$ cat src/rtl/wake_pkg.sv
package wake_pkg;
  localparam int ADDR_W    = 3;
  localparam int KBD_BIT   = 3;
  localparam int MOUSE_BIT = 4;

  typedef enum logic [ADDR_W-1:0] {
    ADDR_EVT_STAT = 3'd0,
    ADDR_EVT_EN   = 3'd1,
    ADDR_GP_STAT  = 3'd2,
    ADDR_GP_EN    = 3'd3,
    ADDR_GP_DIR   = 3'd4,
    ADDR_ISO      = 3'd5
  } wake_addr_e;

  typedef struct packed {
    logic wrEvtStat;
    logic wrEvtEn;
    logic wrGpStat;
    logic wrGpEn;
    logic wrGpDir;
    logic wrIso;
  } wake_strobe_t;
endpackage

$ cat src/rtl/wake_ctrl.sv
module wake_ctrl
  import wake_pkg::*;
(
  input  logic              wrEn,
  input  logic [ADDR_W-1:0] addr,
  output wake_strobe_t      strobe
);
  always_comb begin
    strobe = '0;
    if (wrEn) begin
      case (addr)
        ADDR_EVT_STAT: strobe.wrEvtStat = 1'b1;
        ADDR_EVT_EN:   strobe.wrEvtEn   = 1'b1;
        ADDR_GP_STAT:  strobe.wrGpStat  = 1'b1;
        ADDR_GP_EN:    strobe.wrGpEn    = 1'b1;
        ADDR_GP_DIR:   strobe.wrGpDir   = 1'b1;
        ADDR_ISO:      strobe.wrIso     = 1'b1;
        default:       strobe = '0;
      endcase
    end
  end

  // a write targets at most one register
  always_comb begin
    assert_one_strobe_R10: assert ($onehot0(strobe));
  end
endmodule

$ cat src/rtl/wake_datapath.sv
module wake_datapath
  import wake_pkg::*;
#(
  parameter int GPIO_COUNT  = 13,
  parameter int LOCKED_PIN  = 4,
  parameter int DATA_W      = 16,
  parameter int SYNC_STAGES = 2
) (
  input  logic                  clk,
  input  logic                  standbyRstN,
  input  logic                  mainRstN,
  input  logic                  kbdLine,
  input  logic                  mouseLine,
  input  logic                  kbcKbdReq,
  input  logic                  kbcMouseReq,
  input  logic [GPIO_COUNT-1:0] gpioPin,
  input  wake_strobe_t          strobe,
  input  logic [DATA_W-1:0]     wrData,
  input  logic [ADDR_W-1:0]     rdAddr,
  output logic [DATA_W-1:0]     rdData,
  output logic                  pmeN
);
  localparam int LAST = SYNC_STAGES - 1;
  localparam int PRIME_W = SYNC_STAGES + 1;
  localparam logic [GPIO_COUNT-1:0] WAKE_MASK = ~(GPIO_COUNT'(1) << LOCKED_PIN);

  // switched-rail state
  logic [SYNC_STAGES-1:0] kbdSyncQ, mouseSyncQ;
  logic [GPIO_COUNT-1:0]  gpSyncQ [SYNC_STAGES];
  logic [GPIO_COUNT-1:0]  gpPrevQ;
  logic [PRIME_W-1:0]     primeQ;
  logic [GPIO_COUNT-1:0]  gpDirQ;
  logic [1:0]             isoQ;

  // standby-rail state
  logic                  kbdStatQ, mouseStatQ, kbdEnQ, mouseEnQ, pmeNQ;
  logic [GPIO_COUNT-1:0] gpStatQ, gpEnQ;

  always_ff @(posedge clk or negedge mainRstN) begin
    if (!mainRstN) begin
      kbdSyncQ   <= '1;
      mouseSyncQ <= '1;
      for (int s = 0; s < SYNC_STAGES; s++) gpSyncQ[s] <= '0;
      gpPrevQ    <= '0;
      primeQ     <= '0;
      gpDirQ     <= '1;
      isoQ       <= '0;
    end else begin
      kbdSyncQ   <= {kbdSyncQ[SYNC_STAGES-2:0], kbdLine};
      mouseSyncQ <= {mouseSyncQ[SYNC_STAGES-2:0], mouseLine};
      gpSyncQ[0] <= gpioPin;
      for (int s = 1; s < SYNC_STAGES; s++) gpSyncQ[s] <= gpSyncQ[s-1];
      gpPrevQ    <= gpSyncQ[LAST];
      primeQ     <= {primeQ[PRIME_W-2:0], 1'b1};
      if (strobe.wrGpDir) gpDirQ <= wrData[GPIO_COUNT-1:0];
      if (strobe.wrIso)   isoQ   <= wrData[1:0];
    end
  end

  logic                  armed, kbdSet, mouseSet, anyWake;
  logic [GPIO_COUNT-1:0] gpEdge, gpClr;

  assign armed    = primeQ[PRIME_W-1];
  assign kbdSet   = ~kbdSyncQ[LAST]   | (kbcKbdReq   & ~isoQ[0]);
  assign mouseSet = ~mouseSyncQ[LAST] | (kbcMouseReq & ~isoQ[1]);
  assign gpEdge   = (gpSyncQ[LAST] ^ gpPrevQ) & gpDirQ & WAKE_MASK
                    & {GPIO_COUNT{armed}};
  assign gpClr    = strobe.wrGpStat ? wrData[GPIO_COUNT-1:0] : '0;
  assign anyWake  = (kbdStatQ & kbdEnQ) | (mouseStatQ & mouseEnQ)
                    | (|(gpStatQ & gpEnQ));

  always_ff @(posedge clk or negedge standbyRstN) begin
    if (!standbyRstN) begin
      kbdStatQ   <= 1'b0;
      mouseStatQ <= 1'b0;
      kbdEnQ     <= 1'b0;
      mouseEnQ   <= 1'b0;
      gpStatQ    <= '0;
      gpEnQ      <= '0;
      pmeNQ      <= 1'b1;
    end else begin
      kbdStatQ   <= kbdSet   | (kbdStatQ   & ~(strobe.wrEvtStat & wrData[KBD_BIT]));
      mouseStatQ <= mouseSet | (mouseStatQ & ~(strobe.wrEvtStat & wrData[MOUSE_BIT]));
      gpStatQ    <= gpEdge | (gpStatQ & ~gpClr);
      if (strobe.wrEvtEn) begin
        kbdEnQ   <= wrData[KBD_BIT];
        mouseEnQ <= wrData[MOUSE_BIT];
      end
      if (strobe.wrGpEn) gpEnQ <= wrData[GPIO_COUNT-1:0] & WAKE_MASK;
      pmeNQ <= ~anyWake;
    end
  end

  assign pmeN = pmeNQ;

  always_comb begin
    rdData = '0;
    case (rdAddr)
      ADDR_EVT_STAT: begin
        rdData[KBD_BIT]   = kbdStatQ;
        rdData[MOUSE_BIT] = mouseStatQ;
      end
      ADDR_EVT_EN: begin
        rdData[KBD_BIT]   = kbdEnQ;
        rdData[MOUSE_BIT] = mouseEnQ;
      end
      ADDR_GP_STAT: rdData[GPIO_COUNT-1:0] = gpStatQ;
      ADDR_GP_EN:   rdData[GPIO_COUNT-1:0] = gpEnQ;
      ADDR_GP_DIR:  rdData[GPIO_COUNT-1:0] = gpDirQ;
      ADDR_ISO:     rdData[1:0] = isoQ;
      default:      rdData = '0;
    endcase
  end

  // an enabled, set status bit drives the output low on the next edge
  assert_pme_low_R4: assert property (@(posedge clk) disable iff (!standbyRstN || !mainRstN)
    anyWake |=> !pmeN);
  // with no enabled status pending, the output is high on the next edge
  assert_pme_high_R4: assert property (@(posedge clk) disable iff (!standbyRstN || !mainRstN)
    !anyWake |=> pmeN);
  // an isolated internal request with the line idle never sets the flag
  assert_iso_blocks_R2: assert property (@(posedge clk) disable iff (!standbyRstN || !mainRstN)
    (isoQ[0] && kbdSyncQ[LAST] && !kbdStatQ) |=> !kbdStatQ);
  // a write-one clear with no event pending clears the flag
  assert_w1c_R8: assert property (@(posedge clk) disable iff (!standbyRstN || !mainRstN)
    (strobe.wrEvtStat && wrData[KBD_BIT] && !kbdSet) |=> !kbdStatQ);
  // a live event in the clearing cycle keeps the flag set
  assert_set_wins_R8: assert property (@(posedge clk) disable iff (!standbyRstN || !mainRstN)
    kbdSet |=> kbdStatQ);
  // a pin status bit only rises for a wake-capable input pin
  assert_gp_rise_R6: assert property (@(posedge clk) disable iff (!standbyRstN || !mainRstN)
    ((gpStatQ & ~$past(gpStatQ) & ~($past(gpDirQ) & WAKE_MASK)) == '0));
endmodule

$ cat src/rtl/wake_event_hub.sv
module wake_event_hub
  import wake_pkg::*;
#(
  parameter int GPIO_COUNT  = 13,
  parameter int LOCKED_PIN  = 4,
  parameter int DATA_W      = 16,
  parameter int SYNC_STAGES = 2
) (
  input  logic                  clk,
  input  logic                  standbyRstN,
  input  logic                  mainRstN,
  input  logic                  kbdLine,
  input  logic                  mouseLine,
  input  logic                  kbcKbdReq,
  input  logic                  kbcMouseReq,
  input  logic [GPIO_COUNT-1:0] gpioPin,
  input  logic [ADDR_W-1:0]     regAddr,
  input  logic                  regWrEn,
  input  logic [DATA_W-1:0]     regWrData,
  output logic [DATA_W-1:0]     regRdData,
  output logic                  pmeN
);
  wake_strobe_t strobe;

  wake_ctrl i_ctrl (
    .wrEn   (regWrEn),
    .addr   (regAddr),
    .strobe (strobe)
  );

  wake_datapath #(
    .GPIO_COUNT  (GPIO_COUNT),
    .LOCKED_PIN  (LOCKED_PIN),
    .DATA_W      (DATA_W),
    .SYNC_STAGES (SYNC_STAGES)
  ) i_dp (
    .clk         (clk),
    .standbyRstN (standbyRstN),
    .mainRstN    (mainRstN),
    .kbdLine     (kbdLine),
    .mouseLine   (mouseLine),
    .kbcKbdReq   (kbcKbdReq),
    .kbcMouseReq (kbcMouseReq),
    .gpioPin     (gpioPin),
    .strobe      (strobe),
    .wrData      (regWrData),
    .rdAddr      (regAddr),
    .rdData      (regRdData),
    .pmeN        (pmeN)
  );
endmodule

$ cat config.mk
export PLATFORM = sky130hd
export DESIGN_NAME = wake_event_hub
export DESIGN_NICKNAME = d
export VERILOG_FILES = /design/src/rtl/wake_pkg.sv /design/src/rtl/wake_ctrl.sv /design/src/rtl/wake_datapath.sv /design/src/rtl/wake_event_hub.sv
export SDC_FILE = /design/constraint.sdc
export NUM_CORES = 1
export LEC_CHECK = 0
export BUFFER_PORTS_ARGS = -buffer_cell sky130_fd_sc_hd__buf_2
export CORE_MARGIN = 2
export CORE_UTILIZATION = 55
export DETAILED_ROUTE_END_ITERATION = 12
export GPL_TIMING_DRIVEN = 0
export PLACE_DENSITY = 0.78
export SYNTH_ARGS = -nofsm -noshare
export SYNTH_HDL_FRONTEND = slang
export SYNTH_SLANG_ARGS = --single-unit
export TNS_END_PERCENT = 50
$ cat constraint.sdc
create_clock -name clk -period 1.4 [get_ports clk]
set_clock_uncertainty 0.2 [all_clocks]
set_input_delay 0.14 -clock clk [delete_from_list [all_inputs] [get_ports clk]]
set_output_delay 0.14 -clock clk [all_outputs]
set_load 0.05 [all_outputs]
Yosys cells after proc, flatten, opt, wreduce, memory -nomap -nowiden. Index checks and enable logic that the tools add are counted.

Bits in registers: 91. Input bits: 40. Output and inout port bits: 17. Word-level logic and storage cells: 62.

Equal/unequal tests: 5. Multiplexer cells: 12. Bitwise logic cells: 28. Reductions and logical operators: 2.

Operators with widths (count): AND 13 bit (4); case mux 8 bit (3 select lines) (1); 2-to-1 mux 13 bit (1); NOT 13 bit (1); OR 13 bit (1); OR reduction 13 bit (1); bitwise XOR 13 bit (1); case mux 2 bit (5 select lines) (1); AND 1 bit (8); case mux 2 bit (4 select lines) (1); NOT 1 bit (7); == test 3 x 2 -> 1 bit (second input constant) (2); == test 3 bit (second input constant) (2); 2-to-1 mux 1 bit (6); 2-to-1 mux 6 bit (1); OR 1 bit (6); == test 3 x 1 -> 1 bit (second input constant) (1); logical NOT 3 bit (1); case mux 1 bit (3 select lines) (1).

Depth between registers and ports, before layout.
Word-level depth: 7. Depth in mapped cells: 5.

By module. A second synthesis with hierarchy kept.

Cell total of the unflattened synthesis: 229. Area, all modules: 3380.7 sq um.

By module, submodules not included: wake_datapath (instances 1, cells each 223, area an instance 3305.7 sq um); wake_ctrl (instances 1, cells each 6, area an instance 75.1 sq um).

Worst setup path before layout. No wires, ideal clock.

Kind: input-to-output. Start: in regAddr[0]. End: out regRdData[4]. Arrival: 1.710 ns. Required time: 1.060 ns. Path slack: -0.650 ns. Stages: 3. Path buffers: 2. Cells stage by stage: buf_6 > buf_2 > o32ai_1.

Word-level cells in the longest chain between the ends: 2.

RTL lines: start: declaration (RTL line wake_event_hub.sv:17) `input logic [ADDR_W-1:0] regAddr,`; == test 3 bit, or another cell as far along (RTL line wake_datapath.sv:98) `case (rdAddr)`; case mux 2 bit (5 select lines) (*) (RTL line wake_datapath.sv:98); end: declaration (RTL line wake_event_hub.sv:20) `output logic [DATA_W-1:0] regRdData,`.

Every way passes the cells marked *; elsewhere a longest branch is shown, timed or not.

Final worst setup path.
Start: reg i_dp.gpDirQ[3]. End: out regRdData[3].

Word-level cells in the longest chain between the ends: 1.

RTL lines: start: declaration (RTL line wake_datapath.sv:32) `logic [GPIO_COUNT-1:0] gpDirQ;`; start signal: assignment (RTL line wake_datapath.sv:55) `if (strobe.wrGpDir) gpDirQ <= wrData[GPIO_COUNT-1:0];`; case mux 2 bit (5 select lines) (RTL line wake_datapath.sv:98).

No other way between the ends.

==> flow_summary.ini <==
[placement]
placed_cell_area_sq_um = 3841
placed_cells = 368
numPortBuffers = 48
hpwl_microns = 4436
place_congestion = 0.8438

[worst_setup_path]
timing_worst_setup_path_type = reg -> out
r2r_setup_slack_ns = 0.07
critical_path.slowest_cell = sky130_fd_sc_hd__dfstp_2
critPathLaunchType = register
reg2reg_depth = 5
r2r_end = i_dp.pmeN
critical_path.reg2reg.startpoint = i_dp.gpStatQ[2]
arrival_ns = 1.52
critical_path_required_ns = 1.06
crit_path_max_fanout = 3
crit_chain = mux2i_1 -> o32ai_1 -> a31o_2 -> buf_6
end_kind = output port
timing.critical_path.slowest_cell_delay_ns = 0.55

[routing]
vias_per_cell = 5.371
detailed_routing_iterations_pass_1 = 4
detail-route-antenna-nets = 0
detailroute.via_count = 2347
routedWlPerCell_microns = 16.71
routed_wirelength_microns = 7301
drtIter0Drc = 112
route.detailed.drc = 0

[cts]
tritoncts = done
clk-insertion-delay-late_ns = 0.36
clockRootBuffer = sky130_fd_sc_hd__clkbuf_8
tritoncts.num_buffers = 9
clk_pin_slew_ns = 0.08
h-tree-depth = 3
cts.path.max_buffers = 2
cts_num_sinks = 88

[worst_hold_path]
hold-path-cell-count = 3
min_delay_worst_endpoint = i_dp.isoQ[1]
worst_hold_path_type = in -> reg
min_from = regAddr[0]

[timing]
fin_ws_ns = -0.4622
setup_tns_ns = -2.570
worst_slew_pin_slew_ns = 0.7146
setup_repair_after_global_routing_missed_its_margin = yes
report.final.setup_viol = 13
fin_crit_ns = 1.862
slew_violations = 0
period_share_pct = 133.0
worst_slew_margin_rel_pct = 52.36
max_freq_ghz = 0.5370
hold_violations = 0

[layout]
layout_commonest_cell = sky130_fd_sc_hd__dfrtp_1
num_antenna_cells = 0
drive_gt1_share_pct = 47.79
fin_area_sq_um = 4667
finish.net_count = 397
instances_no_fill = 437
layout.core_utilization_pct = 77.45
area_delta_synth_final_pct = 34.51
layout_common_cells = sky130_fd_sc_hd__dfrtp_1, sky130_fd_sc_hd__buf_2, sky130_fd_sc_hd__dlygate4sd3_1

[floorplan]
floorplan_die_area_sq_um = 6960
fp.dieW_microns = 83.43
floorplan.initialDensity_pct = 57.58
die_height_microns = 83.43
io-pin-count = 57
placeableCoreArea_sq_um = 6026
std_cell_rows = 28

[synth]
yosys.area.top_type_share_pct = 50.49
ys.warnings.count = 0
synth_compound_area_share_pct = 9.160
synth_top_family_by_area = multiplexers
synth-seq-area-share_pct = 64.12
syn_avg_cell_area_sq_um = 14.28
synth_top_cells_by_area = sky130_fd_sc_hd__dfrtp_1, sky130_fd_sc_hd__dfstp_2, sky130_fd_sc_hd__mux2_2, sky130_fd_sc_hd__mux2_4, sky130_fd_sc_hd__mux2i_1
post_synth_xor_area_fraction_pct = 3.029
synth.distinct_cells = 37
syn-instance-count = 243
synthesized_area_fraction_occupied_by_and_or_nand_nor_cells_pct = 6.383
synthAdderAreaFrac_pct = 0
synth_top_area_cell = sky130_fd_sc_hd__dfrtp_1
netlist_area_sq_um = 3470
ys_seq_elements = 88
synth.area.mux_share_pct = 14.24

[global_routing]
wire_length_of_the_first_global_routing_pass_microns = 11850
first_global_vias = 2462
grt_start_max_net_pins = 59
grt.overflow.total = 0
grt.total_usage_pct = 22.00
antenna_found_initial = 0

[power_and_ir_drop]
power.switching_mw = 1.813
power.clock.fraction_pct = 28.0
power_leakage_nw = 2.093
worst_ir_drop_vdd_v = 0.0009476
cellPowerDensity_nw_per_um2 = 1369
totalPowerFinal_mw = 6.388
p_seq_share_pct = 50.0
power_frac_comb_pct = 22.0
internal_power_mw = 4.575
netSwitchingFraction_pct = 28.38

[job]
maxCapViolCount = 0

[status]
status = complete, but fails checks
failed_checks = negative setup slack
-- power groups by stage --
stage	Combinational, mW	Clock (mW)	Sequential, mW
after floorplan	0.773	0	3.17
after global placement	0.995	0	3.23
after detailed placement	1.02	0	3.25
after CTS	1.33	1.80	3.18
after global routing	1.51	1.94	3.24
final	1.41	1.79	3.19
-- registers in the layout, indices dropped and copies added (netlist names) --
register / cells
i_dp.gpPrevQ: 12
i_dp.mouseStatQ: 1
i_dp.mouseEnQ: 1
i_dp.gpDirQ: 13
i_dp.kbdEnQ: 1
i_dp.isoQ: 2
i_dp.gpEnQ: 12
i_dp.primeQ: 3
i_dp.gpSyncQ: 24
i_dp.mouseSyncQ: 2
i_dp.gpStatQ: 13
i_dp.kbdStatQ: 1
i_dp.kbdSyncQ: 2
i_dp.pmeN: 1
-- stage by stage --
step,hold slack [ns],setup slack [ns]
global route,0.02442,-0.5378
CTS,-0.1101,-0.4613
detailed placement,0.01980,-0.4441
finish,0.02687,-0.4622
global placement,0.01395,-0.4389
floorplan,-0.3556,-0.2256
-- cell usage after synthesis, drive strengths merged --
cell type,count
mux2,29
a31o,1
o21ai,12
o32ai,2
and4bb,1
o21a,1
conb,2
dfstp,18
nor3,1
and2,1
dfrtp,70
xor2,12
nand2b,2
nor3b,1
nor2,2
nand2,24
o211ai,1
a32o,12
clkbuf,2
a21o,2
nand3b,1
nand3,4
nand4b,1
a21boi,1
buf,11
and3b,1
a22oi,8
a221oi,1
a21oi,1
mux2i,13
nor2b,3
inv,2
-- final cells by class --
class	instances	area, sq um
Inverter	2	7.507
Multi-Input combinational cell	142	1236
Sequential cell	88	2225
Clock buffer	10	137.6
Tap cell	75	93.84
Clock inverter	6	67.56
Buffer	13	93.84
Timing Repair Buffer	101	805.8
Fill cell	364	1359
-- critical path: cells and delay by family, from the launching register on --
| kind | cells | cell delay, ns |
|---|---|---|
| multiplexers | 1 | 0.07 |
| flip-flops | 1 | 0.55 |
| buffers and inverters | 1 | 0.16 |
| AO/OA/AOI/OAI | 2 | 0.39 |
-- worst max-delay path by stage --
stage,from,endpoint,slack (ns),cells after the start
floorplan,regAddr[0],regRdData[7],-0.23,4
global placement,regAddr[1],i_dp.gpDirQ[9],-0.44,5
detailed placement,regAddr[1],i_dp.gpDirQ[9],-0.44,5
CTS,i_dp.gpDirQ[3],regRdData[3],-0.46,4
global route,i_dp.gpDirQ[3],regRdData[3],-0.54,4
finish,i_dp.gpDirQ[3],regRdData[3],-0.46,4
-- timing repair --
action                     CTS  global route
hold buffers                30             1
pin swaps                    2             0
setup endpoints to repair   24            24
gates cloned                 0             0
setup buffers               17             5
hold endpoints to repair   128            41
resized for setup           38             8
-- per-layer routing --
layer | vias up | track usage, % | part of all wire (%)
met5 | - | 0 | 0
met4 | 0 | 8.651 | 1.9
met3 | 15 | 4.374 | 2.9
met2 | 44 | 37.54 | 51
met1 | 1197 | 27.76 | 44
li1 | 1091 | - | -
-- kinds of logic (layout without fill, tap and decap cells) --
| family | count (synthesis) | in the layout |
|---|---|---|
| other | 2 | 4 |
| AOI/OAI and AO/OA | 42 | 42 |
| xor gates and xnor gates | 12 | 12 |
| buffers and inverters | 15 | 132 |
| muxes | 42 | 42 |
| DFF | 88 | 88 |
| and+or+nand+nor | 42 | 42 |
No activity file was read; power rests on OpenSTA's default activity.
